File: config.mk
export PLATFORM = sky130hd
export DESIGN_NAME = irq_prio_arb
export DESIGN_NICKNAME = d
export VERILOG_FILES = /design/src/rtl/irq_prio_pkg.sv /design/src/rtl/irq_pend_cell.sv /design/src/rtl/irq_two_stage_sel.sv /design/src/rtl/irq_prio_arb.sv
export SDC_FILE = /design/constraint.sdc
export NUM_CORES = 1
export LEC_CHECK = 0
export ABC_AREA = 1
export BUFFER_PORTS_ARGS = -buffer_cell sky130_fd_sc_hd__buf_2
export CAP_MARGIN = 40
export CORE_UTILIZATION = 49
export CTS_CLUSTER_DIAMETER = 120
export CTS_CLUSTER_SIZE = 8
export DETAILED_ROUTE_END_ITERATION = 16
export GPL_ROUTABILITY_DRIVEN = 0
export PLACE_DENSITY = 0.85
export SLEW_MARGIN = 30
export SYNTH_ARGS = -nofsm -noshare
export SYNTH_HDL_FRONTEND = slang
export SYNTH_SLANG_ARGS = --single-unit
File: constraint.sdc
create_clock -name clk -period 2.1 [get_ports clk]
set_input_delay 0 -clock clk [delete_from_list [all_inputs] [get_ports clk]]
set_output_delay 0 -clock clk [all_outputs]
set_load 0.005 [all_outputs]
File: src/rtl/irq_prio_pkg.sv
package irq_prio_pkg;

    typedef logic [1:0] lvl_t;

    localparam lvl_t LVL_TOP  = 2'd3;
    localparam int   IDX_RST  = 0;
    localparam int   IDX_TRAP = 1;
    localparam int   IDX_URG  = 2;
    localparam int   N_FIXED  = 3;

    // How a pending latch is set from its request line
    typedef enum logic {
        SET_LEVEL = 1'b0,
        SET_RISE  = 1'b1
    } set_mode_e;

    // Registered commit record presented to the CPU
    typedef struct packed {
        logic take;
        lvl_t lvl;
    } commit_t;

    function automatic logic lvl_passes(lvl_t src, lvl_t cur);
        return src > cur;
    endfunction

endpackage

File: src/rtl/irq_pend_cell.sv
module irq_pend_cell
    import irq_prio_pkg::*;
#(
    parameter set_mode_e MODE = SET_RISE
) (
    input  logic clk,
    input  logic rst,
    input  logic req_i,
    input  logic clr_i,
    output logic pend_o
);

    logic set;

    generate
        if (MODE == SET_RISE) begin : g_rise
            logic prev_q;
            always_ff @(posedge clk) begin
                if (rst) prev_q <= 1'b0;
                else     prev_q <= req_i;
            end
            assign set = req_i & ~prev_q;
        end else begin : g_level
            assign set = req_i;
        end
    endgenerate

    always_ff @(posedge clk) begin
        if (rst) pend_o <= 1'b0;
        else     pend_o <= set | (pend_o & ~clr_i);
    end


    set_wins_chk: assert property (@(posedge clk) disable iff (rst)
        set |=> pend_o);

endmodule

File: src/rtl/irq_two_stage_sel.sv
module irq_two_stage_sel
    import irq_prio_pkg::*;
#(
    parameter int NSRC = 9,
    parameter int IDXW = $clog2(NSRC)
) (
    input  logic [NSRC-1:0] elig_i,
    input  lvl_t [NSRC-1:0] lvl_i,
    output logic            any_o,
    output logic [IDXW-1:0] idx_o,
    output lvl_t            top_o
);

    logic [3:0][NSRC-1:0] hit;
    logic [3:0]           has;
    logic [NSRC-1:0]      cand;

    // Stage 1: which software levels have an eligible source
    generate
        for (genvar l = 0; l < 4; l++) begin : g_lvl
            for (genvar i = 0; i < NSRC; i++) begin : g_src
                assign hit[l][i] = elig_i[i] && (lvl_i[i] == lvl_t'(l));
            end
            assign has[l] = |hit[l];
        end
    endgenerate

    always_comb begin
        if (has[3])      top_o = 2'd3;
        else if (has[2]) top_o = 2'd2;
        else if (has[1]) top_o = 2'd1;
        else             top_o = 2'd0;
    end

    assign any_o = |has;
    assign cand  = hit[top_o];

    // Stage 2: fixed rank, lowest index first
    always_comb begin
        idx_o = '0;
        for (int i = NSRC - 1; i >= 0; i--) begin
            if (cand[i]) idx_o = IDXW'(i);
        end
    end

    always_comb begin
        if (any_o) begin

            win_top_chk: assert (elig_i[idx_o] && (lvl_i[idx_o] == top_o));
        end
    end

endmodule

File: src/rtl/irq_prio_arb.sv
module irq_prio_arb
    import irq_prio_pkg::*;
#(
    parameter int N_EXT        = 3,
    parameter int PINS_PER_GRP = 2,
    parameter int N_PER        = 3
) (
    input  logic                                 clk,
    input  logic                                 rst,
    input  logic                                 rst_src_i,
    input  logic                                 trap_i,
    input  logic                                 urgent_i,
    input  logic [N_EXT*PINS_PER_GRP-1:0]        ext_pin_i,
    input  logic [N_EXT*PINS_PER_GRP-1:0]        ext_sel_i,
    input  logic [N_PER-1:0]                     per_flag_i,
    input  logic [N_EXT+N_PER-1:0]               src_en_i,
    input  logic [2*(N_EXT+N_PER)-1:0]           src_prio_i,
    input  logic [1:0]                           cur_lvl_i,
    input  logic                                 enter_i,
    input  logic [N_EXT+N_PER-1:0]               clr_i,
    output logic                                 take_o,
    output logic [$clog2(3+N_EXT+N_PER)-1:0]     vec_o,
    output logic [1:0]                           lvl_o,
    output logic                                 wake_o
);

    localparam int N_MASK = N_EXT + N_PER;
    localparam int N_SRC  = N_FIXED + N_MASK;
    localparam int IDX_W  = $clog2(N_SRC);
    localparam int N_WAKE = N_FIXED + N_EXT;

    logic [N_SRC-1:0] req, pend, clr, elig;
    lvl_t [N_SRC-1:0] src_lvl;
    logic             any;
    logic [IDX_W-1:0] win_idx;
    lvl_t             win_lvl;
    logic             commit;
    commit_t          out_q;

    assign req[IDX_RST]  = rst_src_i;
    assign req[IDX_TRAP] = trap_i;
    assign req[IDX_URG]  = urgent_i;

    generate
        for (genvar g = 0; g < N_EXT; g++) begin : g_grp
            assign req[N_FIXED+g] = |(ext_pin_i[g*PINS_PER_GRP +: PINS_PER_GRP]
                                    & ext_sel_i[g*PINS_PER_GRP +: PINS_PER_GRP]);
        end
        for (genvar p = 0; p < N_PER; p++) begin : g_per
            assign req[N_FIXED+N_EXT+p] = per_flag_i[p] & src_en_i[N_EXT+p];
        end

        for (genvar i = 0; i < N_SRC; i++) begin : g_src
            logic taken_now;
            assign taken_now = commit && (win_idx == IDX_W'(i));

            if (i < N_FIXED) begin : g_fixed
                assign clr[i]     = taken_now;
                assign elig[i]    = pend[i];
                assign src_lvl[i] = LVL_TOP;
            end else begin : g_mask
                if (i < N_WAKE) begin : g_ext_clr
                    assign clr[i] = taken_now | clr_i[i-N_FIXED];
                end else begin : g_per_clr
                    assign clr[i] = clr_i[i-N_FIXED];
                end
                assign src_lvl[i] = src_prio_i[2*(i-N_FIXED) +: 2];
                assign elig[i]    = pend[i] && src_en_i[i-N_FIXED]
                                    && lvl_passes(src_lvl[i], cur_lvl_i);
            end

            if (i < 2) begin : g_lvl_cell
                irq_pend_cell #(.MODE(SET_LEVEL)) u_cell (
                    .clk    (clk),
                    .rst    (rst),
                    .req_i  (req[i]),
                    .clr_i  (clr[i]),
                    .pend_o (pend[i])
                );
            end else begin : g_rise_cell
                irq_pend_cell #(.MODE(SET_RISE)) u_cell (
                    .clk    (clk),
                    .rst    (rst),
                    .req_i  (req[i]),
                    .clr_i  (clr[i]),
                    .pend_o (pend[i])
                );
            end
        end
    endgenerate

    irq_two_stage_sel #(.NSRC(N_SRC), .IDXW(IDX_W)) u_sel (
        .elig_i (elig),
        .lvl_i  (src_lvl),
        .any_o  (any),
        .idx_o  (win_idx),
        .top_o  (win_lvl)
    );

    assign commit = enter_i && any;

    always_ff @(posedge clk) begin
        if (rst) begin
            out_q <= '0;
            vec_o <= '0;
        end else begin
            out_q.take <= commit;
            if (commit) begin
                out_q.lvl <= win_lvl;
                vec_o     <= win_idx;
            end
        end
    end

    assign take_o = out_q.take;
    assign lvl_o  = out_q.lvl;
    assign wake_o = |pend[N_WAKE-1:0];


    take_needs_enter_chk: assert property (@(posedge clk) disable iff (rst)
        take_o |-> $past(enter_i));


    fixed_top_lvl_chk: assert property (@(posedge clk) disable iff (rst)
        (take_o && (vec_o < IDX_W'(N_FIXED))) |-> (lvl_o == LVL_TOP));


    mask_above_cur_chk: assert property (@(posedge clk) disable iff (rst)
        (take_o && (vec_o >= IDX_W'(N_FIXED))) |-> (lvl_o > $past(cur_lvl_i)));


    vec_in_range_chk: assert property (@(posedge clk) disable iff (rst)
        take_o |-> (vec_o < IDX_W'(N_SRC)));

endmodule

# Yosys cells after proc, flatten, opt, wreduce, memory -nomap -nowiden
# Cells that the tools add are included.
dict set report word_totals {
  ff_bits 23
  inputBits 47
  output_inout_bits 8
  word_cells 171
}
dict set report op_classes {
  magnitude_cmp 7
  eq_ne 23
  muxes 14
  n_bitwise 50
  n_reduce_logical 58
}
# operator n
set ops {}
lappend ops {{1-bit logical AND} 43}
lappend ops {{4-bit two-way mux} 9}
lappend ops {{27-bit OR reduction} 1}
lappend ops {{2-bit equality test, second input constant} 12}
lappend ops {{1-bit AND} 19}
lappend ops {{9-bit binary-select mux with 2-bit select} 1}
lappend ops {{6-bit OR reduction} 3}
lappend ops {{1-bit NOT} 16}
lappend ops {{2-bit by 1-bit equality test with 1-bit output, second input constant} 6}
lappend ops {{2-bit greater-than comparator} 6}
lappend ops {{2-bit zero test} 6}
lappend ops {{1-bit bitwise OR} 12}
lappend ops {{9-bit two-way mux} 1}
lappend ops {{9-bit OR reduction} 1}
lappend ops {{4-bit by 2-bit equality test with 1-bit output, second input constant} 2}
lappend ops {{4-bit by 3-bit equality test with 1-bit output, second input constant} 2}
lappend ops {{2-bit AND} 3}
lappend ops {{2-bit OR reduction} 3}
lappend ops {{4-bit by 1-bit equality test with 1-bit output, second input constant} 1}
lappend ops {{4-bit zero test} 1}
lappend ops {{2-bit two-way mux} 2}
lappend ops {{2-bit by 3-bit < comparator with 1-bit output, second input constant} 1}
lappend ops {{1-bit two-way mux} 1}

# Logic depth before layout (Yosys ltp)
dict set report depth {
  depth_word 24
  mapped_depth 26
  depth_no_buf 26
}

# Hierarchy
# Synthesis repeated with hierarchy kept, for this count alone.
dict set report hier_totals {
  hier_cells 355
  area_unflattened_um2 2143.3
}
# mod n_inst cells_per_inst area_per_inst_um2 seq_area_each_um2
set modules_own_cells {}
lappend modules_own_cells {irq_two_stage_sel 1 154 797.0 0.0}
lappend modules_own_cells {irq_prio_arb 1 121 723.2 140.1}
lappend modules_own_cells {{irq_pend_cell (g_src[2].g_rise_cell.u_cell ...)} 7 10 77.6 40.0}
lappend modules_own_cells {{irq_pend_cell (g_src[0].g_lvl_cell.u_cell ...)} 2 5 40.0 20.0}

# Worst setup path after synthesis
# Ideal clock, no wire load.
dict set report synth_timing {
  kind {input to register}
  from {input port cur_lvl_i[1]}
  to {register g_src[2].g_rise_cell.u_cell.pend_o}
  setup_ps 114
  t_arrival_ps 1951
  required_ps 1986
  path_slack_ps 35
  cell_stages 23
  path_buffers 1
  cell_sequence {inv_1 > ha_1 > nand2_1 > inv_2 > nor2_2 > nand3b_2 > nand2_1 > inv_2 > nand2_4 > nor2_8 > buf_12 > nand2_4 > nand2_2 > a21oi_4 > inv_1 > nor2_1 > nand2_1 > nand2_2 > nand2_2 > nor3_2 > nand2_1 > nand3_2 > o21ai_2}
}
dict set report synth_via {
  elab_chain_len 23
  elab_cells_between_ends 60
  cone_classes {order compare (6); eq/ne (1); mux (14); bitwise (3); reduce/logical (36)}
}
# element line
set synth_rtl {}
lappend synth_rtl {{start, declared} irq_prio_arb.sv:18} ;# input logic [1:0] cur_lvl_i,
lappend synth_rtl {{2-bit greater-than comparator} irq_prio_pkg.sv:24} ;# return src > cur;
lappend synth_rtl {{1-bit logical AND} irq_prio_arb.sv:69} ;# && lvl_passes(src_lvl[i], cur_lvl_i);
lappend synth_rtl {{1-bit logical AND} irq_two_stage_sel.sv:22} ;# assign hit[l][i] = elig_i[i] && (lvl_i[i] == lvl_t'(l));
lappend synth_rtl {{6-bit OR reduction} irq_two_stage_sel.sv:24} ;# assign has[l] = |hit[l];
lappend synth_rtl {{1-bit two-way mux} irq_two_stage_sel.sv:31} ;# else if (has[1]) top_o = 2'd1;
lappend synth_rtl {{2-bit two-way mux} irq_two_stage_sel.sv:30} ;# else if (has[2]) top_o = 2'd2;
lappend synth_rtl {{2-bit two-way mux} irq_two_stage_sel.sv:29} ;# if (has[3]) top_o = 2'd3;
lappend synth_rtl {{9-bit binary-select mux with 2-bit select} irq_two_stage_sel.sv:36} ;# assign cand = hit[top_o];
lappend synth_rtl {{9-bit two-way mux (implied by the code)} irq_two_stage_sel.sv:36}
lappend synth_rtl {{4-bit two-way mux (9 in a row)} irq_two_stage_sel.sv:42} ;# if (cand[i]) idx_o = IDXW'(i);
lappend synth_rtl {{4-bit by 2-bit equality test with 1-bit output} irq_prio_arb.sv:55} ;# assign taken_now = commit && (win_idx == IDX_W'(i));
lappend synth_rtl {{1-bit logical AND (*)} irq_prio_arb.sv:55}
lappend synth_rtl {{1-bit NOT (*)} irq_pend_cell.sv:30} ;# else pend_o <= set | (pend_o & ~clr_i);
lappend synth_rtl {{1-bit AND (*)} irq_pend_cell.sv:30}
lappend synth_rtl {{1-bit bitwise OR (*)} irq_pend_cell.sv:30}
lappend synth_rtl {{end signal, assigned} irq_pend_cell.sv:30}
lappend synth_rtl {{end, declared} irq_pend_cell.sv:10} ;# output logic pend_o
# Mark *: on every way between the ends. The rest lies on a longest branch, timed or not. The select of a mux whose other input is x is not followed.
# A chain may end at the register's enable or synchronous reset.

# Worst setup path after layout
dict set report layout_timing {
  from {register g_src[3].g_rise_cell.u_cell.pend_o}
  to {register g_src[2].g_rise_cell.u_cell.pend_o}
}
dict set report layout_via {
  elab_chain_len 23
  elab_cells_between_ends 30
  cone_classes {eq/ne (1); mux (14); bitwise (3); reduce/logical (12)}
}
# element line
set layout_rtl {}
lappend layout_rtl {{start, declared} irq_pend_cell.sv:10}
lappend layout_rtl {{start signal, assigned} irq_pend_cell.sv:30}
lappend layout_rtl {{1-bit logical AND (*)} irq_prio_arb.sv:68} ;# assign elig[i] = pend[i] && src_en_i[i-N_FIXED]
lappend layout_rtl {{1-bit logical AND (*)} irq_prio_arb.sv:69}
lappend layout_rtl {{1-bit logical AND} irq_two_stage_sel.sv:22}
lappend layout_rtl {{6-bit OR reduction} irq_two_stage_sel.sv:24}
lappend layout_rtl {{1-bit two-way mux} irq_two_stage_sel.sv:31}
lappend layout_rtl {{2-bit two-way mux} irq_two_stage_sel.sv:30}
lappend layout_rtl {{2-bit two-way mux} irq_two_stage_sel.sv:29}
lappend layout_rtl {{9-bit binary-select mux with 2-bit select} irq_two_stage_sel.sv:36}
lappend layout_rtl {{9-bit two-way mux (implied by the code)} irq_two_stage_sel.sv:36}
lappend layout_rtl {{4-bit two-way mux (9 in a row)} irq_two_stage_sel.sv:42}
lappend layout_rtl {{4-bit by 2-bit equality test with 1-bit output} irq_prio_arb.sv:55}
lappend layout_rtl {{1-bit logical AND (*)} irq_prio_arb.sv:55}
lappend layout_rtl {{1-bit NOT (*)} irq_pend_cell.sv:30}
lappend layout_rtl {{1-bit AND (*)} irq_pend_cell.sv:30}
lappend layout_rtl {{1-bit bitwise OR (*)} irq_pend_cell.sv:30}
# Marked as above.

==> metrics.md <==
| Metric | Value |
|---|---|
| Crit Path Class | `reg -> reg` |
| Share of layout cells above drive strength 1 | `50.0%` |
| Starting Density | `52.9%` |
| Failing checks | `setup timing` |
| First-pass GRT wire length | `10800 um` |
| # Max-Cap Violations | `0` |
| Most common cell on crit path | `nand2_1` |
| Routed len/inst | `15.2 um` |
| Ant. Diodes | `0` |
| Die ar. | `4740 um^2` |
| Root Buffer | `clkbuf_8` |
| Slew margin rel. | `75.0%` |
| Clk buf depth | `2` |
| WL final | `7670 um` |
| Worst path arrival time | `2640 ps` |
| Port bufs | `54` |
| CTS sink cnt | `23` |
| Period utilization | `118%` |
| Die height | `68.9 um` |
| Critical path's largest stage delay | `350 ps` |
| Sequential fraction of the synthesis area | `21.0%` |
| First DRT Iteration DRCs | `176` |
| Multi-input gate area | `1700 um^2` |
| Minimum clock period | `2470 ps` |
| Type of the worst min-delay path | `in -> reg` |
| Synth Instances | `330` |
| Vias | `2779` |
| Rows | `23` |
| CP max stage cell | `dfxtp_2` |
| Final setup violation count | `10` |
| Final Total Pwr | `0.00156 W` |
| Worst EP required | `2260 ps` |
| Worst vdd ir | `426 uV` |
| Syn nets | `389` |
| Synth Cell Area | `2190 um^2` |
| Num CTS Buffers | `3` |
| Final setup TNS | `-2440 ps` |
| Worst setup margin | `-370 ps` |
| DP Wirelength | `4830 um` |
| Worst Clk Skew | `11.2 ps` |
| Largest net degree at the start of global routing | `21` |
| Vias in the first global route | `2586` |
| Final Util | `80.8%` |
| FF+latch area | `468 um^2` |
| Post-route ant nets | `0` |
| Post-synth cell types | `34` |
| Synth-to-Final Area Change | `52.9%` |
| Count of final max-slew check failures | `0` |
| Critical path startpoint category | `register` |
| Fillers | `243` |
| Post-DR vias/cell | `5.51` |
| Worst-path cell chain | `nand2_1 > nor2_4 > nand3_2 > nand2_4 > inv_2 > nand2_4 > nor2_8 > buf_6 > nand3_4 > a21oi_4 > inv_1 > nor2_1 > nand2_1 > nand2_2 > nand2_2 > nor3_2 > nand2_1 > nand3_2 > o21ai_2` |
| Worst Path Max Fanout | `5` |
| Mean Syn Cell Area | `6.64 um^2` |
| Die Wd | `68.9 um` |
| Drt first pass iters | `5` |
| Status | `complete, but fails checks` |
| Worst skew pair latency | `270 ps` |
| Hold Vio Cnt, Final | `0` |
| DRC viols | `0` |
| CTS clk-pin slew, worst paths | `90 ps` |
| CTS tree | `yes` |
| H-tree depth | `1` |
| Leakage Power | `1.77 nW` |
| Worst slew pin tran | `375 ps` |
| Antenna violations before repair | `0` |
| Largest delay contributor family on the critical path | `simple AND/OR/NAND/NOR gates` |
| Gr usage total | `30.9%` |
| Bufs and invs on worst path | `3` |
| I/O pins | `55` |
| RSZ-0062 raised after global routing | `true` |
| Seq cells post-synth | `23` |
| Core area | `4140 um^2` |
| Critical Path Sink Type | `register` |
| Number of synthesis warnings | `0` |
| FMAX | `0.405 GHz` |
| Final #Nets | `514` |
| Grt ovf | `0` |
| Power Density | `466 nW/um^2` |
worst reg2reg max path: cells and delay by family, from the launching register on:
kind	cells	cell delay, ps
buffers and inverters	3	250
and+or+nand+nor	14	1500
DFF	1	350
AOI/OAI and AO/OA	2	250
layer usage:
metal / up-vias / track usage (%) / part of all wire [%]
met5: - / 0 / 0
met4: 0 / 16.8 / 5.0
met3: 43 / 5.43 / 6.9
met2: 167 / 60.3 / 53
met1: 1260 / 30.1 / 35
li1: 1309 / - / -
what timing repair did:
action | in CTS | in global routing
setup endpoints to repair | 9 | 11
hold buffers | 12 | 0
endpoints found under the hold margin | 10 | 0
gates resized for setup | 38 | 35
pin swaps | 24 | 21
buffers inserted | 6 | 2
cloned | 2 | 0
cell usage after synthesis:
library cell | number | area (um^2)
o21ai_1 | 2 | 10.0
nand2_4 | 5 | 56.3
nand3_4 | 1 | 17.5
nand4_1 | 11 | 68.8
a21oi_1 | 9 | 45.0
nor3_2 | 1 | 10.0
inv_1 | 49 | 184
nand3b_2 | 1 | 11.3
nor3_1 | 5 | 25.0
a22o_1 | 3 | 26.3
dfxtp_1 | 23 | 460
a21oi_4 | 1 | 16.3
buf_12 | 1 | 20.0
o21ai_0 | 7 | 35.0
a31oi_1 | 1 | 6.26
nand3b_1 | 4 | 30.0
nand3_1 | 19 | 95.1
nor2_4 | 4 | 45.0
nand2_8 | 1 | 20.0
nand3_2 | 9 | 90.1
nor2_8 | 2 | 40.0
nor3b_1 | 1 | 7.51
o21bai_4 | 2 | 37.5
o21ai_2 | 1 | 8.76
clkinv_1 | 2 | 7.51
nor2_2 | 5 | 31.3
nand2_2 | 14 | 87.6
nand2_1 | 79 | 297
o31ai_1 | 6 | 45.0
inv_2 | 13 | 48.8
ha_1 | 12 | 150
a21oi_2 | 3 | 26.3
buf_4 | 2 | 15.0
nor2_1 | 31 | 116
final cells by class:
cell class,count,area share [%]
clock buffers,3,1.23
clock inverters,1,0.149
inverters,64,7.17
multi-input cells,242,50.7
flip-flops and latches,23,14.0
well taps,50,1.87
repair buffers,121,24.9
registers in the layout, summed over array words and instances, names as in the netlist:
name,flops
vec_o,4
lvl_o,2
g_src.g_lvl_cell.u_cell.pend_o,2
g_src.g_rise_cell.u_cell.g_rise.prev_q,7
take_o,1
g_src.g_rise_cell.u_cell.pend_o,7
layout by cell type, fill, tap and decap left out, types with 2 or more instances in the layout:
master	n
buf_4	47
nand3_1	10
nand3b_1	4
a21oi_2	6
o21ai_2	2
buf_6	8
o21bai_4	2
nor2_2	5
nor2_4	9
nor3_2	2
nand2_4	13
inv_1	46
nor3_1	4
inv_2	17
dfxtp_2	6
a21oi_4	3
buf_2	54
dfxtp_1	17
nand2_1	60
nand2_2	25
o21ai_0	7
dlygate4sd3_1	12
a22o_1	3
clkbuf_8	3
nand2_8	2
nand4_1	11
ha_1	12
nor2_1	27
nand3_2	17
a21oi_1	4
o31ai_1	6
nor2_8	2
nand3_4	2
kinds of logic after synthesis:
group	synth area share (%)
buf+inv	12.6
fa+ha+maj	6.85
simple gates	47.9
flops	21.0
compound gates	11.7
metrics by stage:
step	area, um^2	instances	hold WS, ps	setup WS, ps
final	3350	504	11.6	-370
after global routing	3350	504	7.41	-500
after floorplan	2190	330	132	35.2
after global placement	2840	478	227	-469
after CTS	3200	502	3.37	-126
after detailed placement	2840	478	232	-539
path summary, 6_finish.rpt:
kind | from | slack (ps) | cells past startpoint | end
max reg2reg | g_src[3].g_rise_cell.u_cell.pend_o | -370 | 19 | g_src[2].g_rise_cell.u_cell.pend_o
min reg2reg | g_src[4].g_rise_cell.u_cell.g_rise.prev_q | 400 | 1 | g_src[4].g_rise_cell.u_cell.pend_o
min | clr_i[2] | 10 | 4 | g_src[5].g_rise_cell.u_cell.pend_o
max | g_src[3].g_rise_cell.u_cell.pend_o | -370 | 19 | g_src[2].g_rise_cell.u_cell.pend_o
where the power goes:
group | switching (W) | internal, W
combinational | 0.000450 | 0.000335
sequential | 0.0000214 | 0.000473
clock | 0.000147 | 0.000133
No activity file was read; power rests on OpenSTA's default activity.
